**config.mk**
```make
export PLATFORM = sky130hd
export DESIGN_NAME = mbx_irq_top
export DESIGN_NICKNAME = d
export VERILOG_FILES = /design/src/rtl/mbx_pkg.sv /design/src/rtl/mbx_port_decode.sv /design/src/rtl/mbx_flag_fsm.sv /design/src/rtl/mbx_irq_top.sv
export SDC_FILE = /design/constraint.sdc
export NUM_CORES = 1
export LEC_CHECK = 0
export CAP_MARGIN = 20
export CORE_AREA = 2 2 39 41
export DETAILED_ROUTE_END_ITERATION = 8
export DIE_AREA = 0 0 41 43
export PLACE_DENSITY = 0.58
export SLEW_MARGIN = 20
export SYNTH_ARGS = -nofsm -noshare
export SYNTH_HDL_FRONTEND = slang
export SYNTH_SLANG_ARGS = --single-unit
```
**constraint.sdc**
```tcl
create_clock -name clk -period 0.9 [get_ports clk]
set_input_delay 0.18 -clock clk [delete_from_list [all_inputs] [get_ports clk]]
set_output_delay 0.18 -clock clk [all_outputs]
set_load 0.01 [all_outputs]
```
**src/rtl/mbx_pkg.sv**
```systemverilog
package mbx_pkg;

    typedef enum logic [0:0] {
        FLG_IDLE    = 1'b0,
        FLG_PENDING = 1'b1
    } flag_state_e;

    // Side effects that one port's current access can cause.
    typedef struct packed {
        logic wr_lo;   // qualified write to the lower mailbox
        logic wr_hi;   // qualified write to the upper mailbox
        logic rd_lo;   // qualified read of the lower mailbox
        logic rd_hi;   // qualified read of the upper mailbox
    } port_hits_t;

    localparam int NUM_PORTS = 2;
    localparam int LEFT      = 0;
    localparam int RIGHT     = 1;

endpackage

```
**src/rtl/mbx_port_decode.sv**
```systemverilog
module mbx_port_decode
    import mbx_pkg::*;
#(
    parameter int ADDR_W = 10
) (
    input  logic              ce_n,
    input  logic              we_n,
    input  logic              oe_n,
    input  logic              busy_n,
    input  logic [ADDR_W-1:0] addr,
    output port_hits_t        hits
);
    localparam logic [ADDR_W-1:0] MB_HI = '1;
    localparam logic [ADDR_W-1:0] MB_LO = MB_HI - {{(ADDR_W-1){1'b0}}, 1'b1};

    logic wr_ok;
    logic rd_ok;
    logic at_lo;
    logic at_hi;

    always_comb begin
        // a busy port has no side effects
        wr_ok = !ce_n && !we_n && busy_n;
        rd_ok = !ce_n && !oe_n && busy_n;
        at_lo = (addr == MB_LO);
        at_hi = (addr == MB_HI);
        hits.wr_lo = wr_ok && at_lo;
        hits.wr_hi = wr_ok && at_hi;
        hits.rd_lo = rd_ok && at_lo;
        hits.rd_hi = rd_ok && at_hi;
    end

endmodule

```
**src/rtl/mbx_flag_fsm.sv**
```systemverilog
module mbx_flag_fsm
    import mbx_pkg::*;
(
    input  logic clk,
    input  logic rst_n,
    input  logic enable,
    input  logic raise,
    input  logic ack,
    output logic irq_n
);
    flag_state_e state_q;
    flag_state_e state_d;

    always_comb begin
        state_d = state_q;
        unique case (state_q)
            FLG_IDLE: begin
                if (enable && raise) state_d = FLG_PENDING;   // RAISE
            end
            FLG_PENDING: begin
                if (!enable)               state_d = FLG_IDLE; // MUTE
                else if (ack && !raise)    state_d = FLG_IDLE; // ACK, raise wins
            end
            default: state_d = FLG_IDLE;
        endcase
    end

    always_ff @(posedge clk or negedge rst_n) begin
        if (!rst_n) state_q <= FLG_IDLE;
        else        state_q <= state_d;
    end

    always_comb begin
        irq_n = (state_q != FLG_PENDING);
    end

endmodule

```
**src/rtl/mbx_irq_top.sv**
```systemverilog
module mbx_irq_top
    import mbx_pkg::*;
#(
    parameter int ADDR_W = 10
) (
    input  logic              clk,
    input  logic              rst_n,
    input  logic              mbx_en,
    input  logic              l_ce_n,
    input  logic              l_we_n,
    input  logic              l_oe_n,
    input  logic [ADDR_W-1:0] l_addr,
    input  logic              l_busy_n,
    input  logic              r_ce_n,
    input  logic              r_we_n,
    input  logic              r_oe_n,
    input  logic [ADDR_W-1:0] r_addr,
    input  logic              r_busy_n,
    output logic              l_irq_n,
    output logic              r_irq_n
);
    logic [NUM_PORTS-1:0] ce_v, we_v, oe_v, busy_v;
    logic [ADDR_W-1:0]    addr_v [NUM_PORTS];
    port_hits_t           hits   [NUM_PORTS];
    logic [NUM_PORTS-1:0] raise_v, ack_v, irq_v;

    always_comb begin
        ce_v   = {r_ce_n,   l_ce_n};
        we_v   = {r_we_n,   l_we_n};
        oe_v   = {r_oe_n,   l_oe_n};
        busy_v = {r_busy_n, l_busy_n};
        addr_v[LEFT]  = l_addr;
        addr_v[RIGHT] = r_addr;
    end

    for (genvar p = 0; p < NUM_PORTS; p++) begin : g_port
        mbx_port_decode #(.ADDR_W(ADDR_W)) u_dec (
            .ce_n   (ce_v[p]),
            .we_n   (we_v[p]),
            .oe_n   (oe_v[p]),
            .busy_n (busy_v[p]),
            .addr   (addr_v[p]),
            .hits   (hits[p])
        );

        // left owns the lower mailbox, right owns the upper one
        if (p == LEFT) begin : g_lo
            assign raise_v[p] = hits[RIGHT].wr_lo;
            assign ack_v[p]   = hits[LEFT].rd_lo;
        end else begin : g_hi
            assign raise_v[p] = hits[LEFT].wr_hi;
            assign ack_v[p]   = hits[RIGHT].rd_hi;
        end

        mbx_flag_fsm u_flag (
            .clk    (clk),
            .rst_n  (rst_n),
            .enable (mbx_en),
            .raise  (raise_v[p]),
            .ack    (ack_v[p]),
            .irq_n  (irq_v[p])
        );
    end

    assign l_irq_n = irq_v[LEFT];
    assign r_irq_n = irq_v[RIGHT];

endmodule

```
Yosys cells after proc, flatten, opt, wreduce, memory -nomap -nowiden
Cells that the tools add are included.
{ "op_classes": {"mux": 8, "n_bitwise": 2, "reduce_logical": 24, "eq_ne": 4} }
{ "ops": {"columns": ["cell", "n"], "rows": [
  ["$eq 10x10->1 const B", 4],
  ["$logic_and 1x1->1", 16],
  ["$logic_not 1->1", 8],
  ["$mux 1", 6],
  ["$pmux 1 s2", 2],
  ["$not 1->1", 2]
]} }
{ "totals": {"wordCells": 40, "input_bits": 31, "reg_bits": 2, "output_inout_bits": 2} }

Longest topological paths before layout
Gate-level depths: netlist of run 1.
{ "depth": {"ltp_word": 9, "mapped_depth": 3} }

Hierarchy
From an unflattened synthesis of run 1, not the netlist that was laid out.
{ "unflattened": {"cells_unflattened": 26, "area_unflattened_um2": 202.7} }
{ "modules_own_cells": {"columns": ["module", "n_inst", "area_per_inst_um2", "cells_per_inst"], "rows": [
  ["mbx_port_decode", 2, 58.8, 9],
  ["mbx_flag_fsm", 2, 42.5, 4]
]} }

Least setup slack after synthesis of run 1
OpenSTA, ideal clock, no wires.
{ "synth_timing": {"kind": "input port to flip-flop", "start": "input port l_ce_n", "end": "register g_port[1].u_flag.state_q", "cell_stages": 3, "setup_slack_ns": -0.138, "setup_ns": 0.101, "arrival_time_ns": 0.938, "t_required_ns": 0.799, "path_cell_list": "nand4b_1 -> or3_1 -> o32ai_1"} }
{ "synth_via": {"elab_chain_len": 9, "word_cells_on_any_way": 11, "cone_classes": "mux (4); reduce/logical (7)"} }
{ "synth_lines": {"columns": ["element", "line", "text"], "rows": [
  ["from (decl)", "mbx_irq_top.sv:9", "input logic l_ce_n,"],
  ["$logic_not 1->1 (*)", "mbx_port_decode.sv:23", "wr_ok = !ce_n && !we_n && busy_n;"],
  ["$logic_and 1x1->1 (*) (2 in a row)", "mbx_port_decode.sv:23", null],
  ["$logic_and 1x1->1 (*)", "mbx_port_decode.sv:28", "hits.wr_hi = wr_ok && at_hi;"],
  ["$logic_not 1->1", "mbx_flag_fsm.sv:22", "else if (ack && !raise) state_d = FLG_IDLE;"],
  ["$logic_and 1x1->1", "mbx_flag_fsm.sv:22", null],
  ["$mux 1", "mbx_flag_fsm.sv:22", null],
  ["$mux 1", "mbx_flag_fsm.sv:21", "if (!enable) state_d = FLG_IDLE;"],
  ["$pmux 1 s2 (*)", "mbx_flag_fsm.sv:16", "unique case (state_q)"],
  ["net g_port[1].u_flag.state_d", "mbx_flag_fsm.sv:12", "flag_state_e state_d;"],
  ["to (signal assigned)", "mbx_flag_fsm.sv:30", "else state_q <= state_d;"],
  ["to (decl)", "mbx_flag_fsm.sv:11", "flag_state_e state_q;"]
]} }
Mark *: on every way through the listed nets, which the timed path passes. The rest lies on a longest branch.

Final worst setup path of run 1
{ "layout_timing": {"start": "register g_port[1].u_flag.state_q", "end": "output port r_irq_n"} }
{ "layout_via": {"elab_chain_len": 1} }
{ "layout_lines": {"columns": ["element", "line", "text"], "rows": [
  ["$not 1->1", "mbx_flag_fsm.sv:34", "irq_n = (state_q != FLG_PENDING);"],
  ["to (decl)", "mbx_irq_top.sv:20", "output logic r_irq_n"]
]} }
No other way between the ends.

==> metrics.txt, run 1 <==
YS warnings 0; violated checks negative setup slack; Buffers & Inverters on Critical Path 2; Mapped Cells 23; NumNets Final between 100 and 150; drt wl/cell 10.1 um; EDFF count, synth 0; Post-synth ARST share 1.00; Setup CP Type flip-flop to output port; global-route wire length before repair 1.24 mm; R2R cell count 4; drt first pass iters 2; initial drt markers 1; routed vias 348; Critical Path Start g_port[1].u_flag.state_q$_DFF_PN0_; FP Rows 14; IO Pins 33; placer congestion estimate 0.579; Hold WC Path Type input port to asynchronous set/reset pin; Initial Util 0.122; max reg flops 2; CP required 0.72 ns; pre-CTS WS -0.579 ns; Placed Area between 500 and 600 sq um; ratio of final minimum period to clock period 1.04; Cell Pwr Density 744 nW/um^2; Overflow after GRT 0; R2R Path Start g_port[0].u_flag.state_q$_DFF_PN0_; Slew headroom 0.857; P&R area growth vs syn 241%; via-per-instance ratio roughly 4.1; DR DRC count 0; TritonCTS clock tree done; clk_lat worst skew 0.23 ns; CTS clk-pin slew, worst paths approximately 0.03 ns; Setup Skew 0 ns; Core Area approximately 1400 sq um; Die Ht 43 um; layout cells sized above 1 0.426; CTS buffer count 3; number of global-route vias before repair 351; startpoint types flip-flop; Final WS setup -0.0319 ns; most flop-heavy register g_port.u_flag.state_q; post-synth top area cell dfrtp_1; CP cell instances inv_1, buf_2; Hold-fix buffers, CTS 0; Slowest cell on crit path dfrtp_1; critical path arrival 0.75 ns; main flop type after synthesis dfrtp_1; Finished Cell Area 577 sq um; r2r endpoint g_port[0].u_flag.state_q$_DFF_PN0_; GRT Overall Usage 0.109; Die ar. roughly 1800 sq um; Longest Clk Path Bufs 2; fin util 0.417; largest net degree at the start of global routing 5; Tot Pwr 0.429 mW; Synth Register Bits 2; initial antenna violation count 0; LEAKAGE between 0.2 and 0.3 nW; Routed Antenna Nets 0; Seq/Total Area, Yosys 0.296; Worst-Margin Slew between 0.2 and 0.25 ns; final setup fails 3; syn_nets 54; final hold viol count 0; H-tree depth 1; Crit. End Element output port; synthesized area 169 sq um; CTS Sinks 2; slowest cell delay on critical path 0.36 ns; Cell variety after synth 13; f_max 1070 MHz; Top delay family on crit path flip-flops; unrepaired setup endpoints after global routing yes; Max-Cap Viols 0; Final Max Slew Viols 0; Routed WL 852 um; Die Wd 41 um; dominant cells by area after synthesis dfrtp_1 30%, nand4b_1 10%, nand2_1 8.9%; Reg2Reg Setup Slack 0.04 ns; syn avg cell area roughly 7.3 sq um; VDD IR max ~0.00038 V; biggest regs g_port.u_flag.state_q x2; CTS root buf clkbuf_4; minimum clock period 0.932 ns; Synth top area share 0.296; n_diodes 0; PortBufs 32; CP Max Fanout 2; status finished with violations; count leader, synth nand2_1
==> metrics by stage <==
stage	setup TNS, ns	std cells	hold WS, ns
final	-0.0622	84	0.121
after global routing	-0.185	84	0.123
after CTS	-0.0835	81	0.117
after detailed placement	-1.47	75	0.358
after global placement	-1.46	75	0.359
after floorplan	-0.0864	23	-0.116
==> routing by layer <==
layer | global-route usage | part of all wire | vias up
met5 | 0 | 0 | -
met2 | 0.166 | 0.52 | 21
met4 | 0.100 | 0.014 | 0
li1 | - | - | 178
met1 | 0.118 | 0.38 | 147
met3 | 0.0209 | 0.082 | 2
==> power breakdown <==
| part | total (mW) | switching [mW] | internal [mW] |
|---|---|---|---|
| logic | 0.135 | 0.0376 | 0.0972 |
| registers | 0.0906 | 0.00000743 | 0.0906 |
| clock network | 0.203 | 0.0560 | 0.147 |
| total | 0.429 | 0.0936 | 0.335 |
==> layout by cell type (no fill, tap or decap), drive strengths merged <==
| master | netlist | routed |
|---|---|---|
| or3 | 2 | 2 |
| nand4b | 2 | 2 |
| clkdlybuf4s15 | 0 | 9 |
| buf | 0 | 17 |
| or2 | 1 | 1 |
| inv | 2 | 2 |
| nor2 | 1 | 1 |
| nor4 | 2 | 2 |
| nand2 | 4 | 4 |
| o32ai | 1 | 1 |
| dfrtp | 2 | 2 |
| nand4 | 2 | 2 |
| nand3 | 2 | 2 |
| clkbuf | 0 | 8 |
| nand2b | 1 | 1 |
| dlygate4sd2 | 0 | 6 |
| clkdlybuf4s50 | 0 | 4 |
| dlymetal6s2s | 0 | 1 |
| o22ai | 1 | 1 |
==> cell families (layout without fill, tap and decap cells) <==
| kind of cell | after synthesis | after routing | share of synthesized area |
|---|---|---|---|
| buffers and inverters | 2 | 47 | 0.0445 |
| flip-flops | 2 | 2 | 0.296 |
| AO/OA/AOI/OAI | 2 | 2 | 0.0889 |
| AND/OR/NAND/NOR | 17 | 17 | 0.570 |
==> worst max path at each step <==
| stage | to | slack (ns) | depth (start not counted) |
|---|---|---|---|
| 2_1_floorplan | g_port[1].u_flag.state_q$_DFF_PN0_ | -0.09 | 3 |
| 3_3_place_gp | g_port[1].u_flag.state_q$_DFF_PN0_ | -0.57 | 4 |
| 3_5_place_dp | g_port[1].u_flag.state_q$_DFF_PN0_ | -0.58 | 4 |
| 4_1_cts | r_irq_n | -0.04 | 2 |
| 5_1_grt | r_irq_n | -0.06 | 2 |
| 6_report | r_irq_n | -0.03 | 2 |
==> area by class of cell <==
| cell class | count | area (sq um) |
|---|---|---|
| fill | 150 | 807 |
| clock buffer | 3 | 22.5 |
| multi-input combinational | 19 | 140 |
| sequential | 2 | 50.0 |
| tap | 16 | 20.0 |
| timing repair buffer | 42 | 337 |
| inverter | 2 | 7.51 |
==> what timing repair did <==
action,in CTS,in global routing
endpoints found under the setup margin,4,4
pin swaps,10,8
buffers inserted,3,3
endpoints found under the hold margin,0,0
gates cloned,0,0
gates resized for setup,53,16
Note: power is estimated with default switching activity, not from simulation.
==> inputs of run 2 (changes only) <==
Settings changed: SETUP_SLACK_MARGIN set to 0.2.
==> metrics.txt, run 2 (synthesis gave the netlist of run 1 again) <==
pre-CTS WS -0.644 ns (was -0.579 ns); initial drt markers 0 (was 1); NumNets Final 101 (unchanged); CP required 0.72 ns (about the same); CP Max Fanout 2 (unchanged); Initial Util 0.122 (unchanged); global-route wire length before repair 1.29 mm (was 1.24 mm); fin util 0.432 (was 0.417); layout cells sized above 1 0.603 (was 0.426); Overflow after GRT 0 (unchanged); critical path arrival 0.75 ns (about the same); Routed WL 880 um (was 852 um); unrepaired setup endpoints after global routing yes (unchanged); CTS clk-pin slew, worst paths 0.03 ns (about the same); CTS buffer count 3 (unchanged); Crit. End Element output port (unchanged); minimum clock period 0.931 ns (was 0.932 ns); VDD IR max 0.000274 V (was 0.000377 V); FP Rows 14 (unchanged); max reg flops 2 (unchanged); initial antenna violation count 0 (unchanged); Die Ht 43 um (unchanged); Setup CP Type flip-flop to output port (unchanged); Cell Pwr Density 713 nW/um^2 (was 744 nW/um^2); f_max 1070 MHz (about the same); LEAKAGE 0.287 nW (was 0.269 nW); CTS Sinks 2 (unchanged); number of global-route vias before repair 376 (was 351); slowest cell delay on critical path 0.36 ns (about the same); CTS root buf clkbuf_4 (unchanged); DR DRC count 0 (unchanged); Max-Cap Viols 0 (unchanged); final setup fails 3 (unchanged); startpoint types flip-flop (unchanged); most flop-heavy register g_port.u_flag.state_q (unchanged); Slew headroom 0.852 (was 0.857); clk_lat worst skew 0.23 ns (about the same); final hold viol count 0 (unchanged); R2R Path Start g_port[1].u_flag.state_q$_DFF_PN0_ (was g_port[0].u_flag.state_q$_DFF_PN0_); Worst-Margin Slew 0.221 ns (was 0.213 ns); Hold WC Path Type input port to asynchronous set/reset pin (unchanged); Final WS setup -0.0311 ns (was -0.0319 ns); Die Wd 41 um (unchanged); PortBufs 32 (unchanged); GRT Overall Usage 0.110 (was 0.109); status finished with violations (unchanged); Critical Path Start g_port[0].u_flag.state_q$_DFF_PN0_ (was g_port[1].u_flag.state_q$_DFF_PN0_); Hold-fix buffers, CTS 0 (unchanged); CP cell instances inv_1, buf_2 (unchanged); violated checks negative setup slack (unchanged); TritonCTS clock tree done (unchanged); Routed Antenna Nets 0 (unchanged); drt first pass iters 1 (was 2); ratio of final minimum period to clock period 1.03 (was 1.04); Slowest cell on crit path dfrtp_1 (unchanged); Core Area 1380 sq um (unchanged); placer congestion estimate 0.528 (was 0.579); largest net degree at the start of global routing 5 (unchanged); IO Pins 33 (unchanged); Longest Clk Path Bufs 2 (unchanged); drt wl/cell 10.5 um (was 10.1 um); Die ar. 1760 sq um (unchanged); Final Max Slew Viols 0 (unchanged); H-tree depth 1 (unchanged); leading cell types in the layout, fill and taps excluded 10 x dlygate4sd2_1, 10 x buf_2, 10 x buf_4 (was 10 x buf_4, 9 x clkdlybuf4s15_1, 6 x dlygate4sd2_1, 6 x buf_2, 5 x clkbuf_2); via-per-instance ratio 4.24 (was 4.14); biggest regs g_port.u_flag.state_q x2 (unchanged); n_diodes 0 (unchanged); routed vias 356 (was 348); P&R area growth vs syn 254% (was 241%); Setup Skew 0 ns (unchanged)
==> run 2: final timing paths <==
check	end	slack [ns]	depth (start not counted)
max	l_irq_n	-0.03	2
min	g_port[0].u_flag.state_q$_DFF_PN0_	0.12	1
max reg2reg	g_port[1].u_flag.state_q$_DFF_PN0_	0.02	4
min reg2reg	g_port[0].u_flag.state_q$_DFF_PN0_	0.73	4
max in group asynchronous	g_port[1].u_flag.state_q$_DFF_PN0_	0.67	1
min in group clk	g_port[1].u_flag.state_q$_DFF_PN0_	0.35	4
==> run 2: timing repair <==
| action | 4_1_cts | 5_1_grt |
|---|---|---|
| setup buffers | 2 | 3 |
| resized for setup | 67 | 15 |
| pin swaps | 13 | 9 |
| setup endpoints to repair | 4 | 4 |
==> run 2: worst max-delay path: cells and delay by family (launching register included) <==
kind	cells	cell delay, ns
buffers and inverters	2	0.16
flip-flops	1	0.36
==> run 2: layer usage <==
metal,part of all wire,track usage,vias up
li1,-,-,180
met1,0.36,0.131,155
met2,0.55,0.156,21
met3,0.091,0.0209,0
met4,0,0.100,0
met5,0,0,-
==> run 2: layout make-up <==
cell class / count / area [sq um]
Fill cell: 152 / 786
Multi-Input combinational cell: 19 / 188
Inverter: 2 / 7.51
Timing Repair Buffer: 42 / 310
Clock buffer: 3 / 22.5
Tap cell: 16 / 20.0
Sequential cell: 2 / 50.0
==> run 2: per-stage QoR <==
step	cell area (sq um)	hold slack [ns]	TNS, ns	power, mW	std cells
final	598	0.116	-0.0737	0.427	84
after global routing	598	0.119	-0.174	0.464	84
after CTS	571	0.114	-0.129	0.429	81
after detailed placement	547	0.354	-1.53	0.248	76
after global placement	547	0.359	-1.45	0.247	76
after floorplan	169	-0.116	-0.0864	0.105	23
==> run 2: power by group <==
group,internal [mW],total [mW],leakage (nW),switching (mW)
clock network,0.147,0.200,0.0138,0.0531
registers,0.0907,0.0907,0.0280,0.00000772
logic,0.0918,0.136,0.246,0.0439
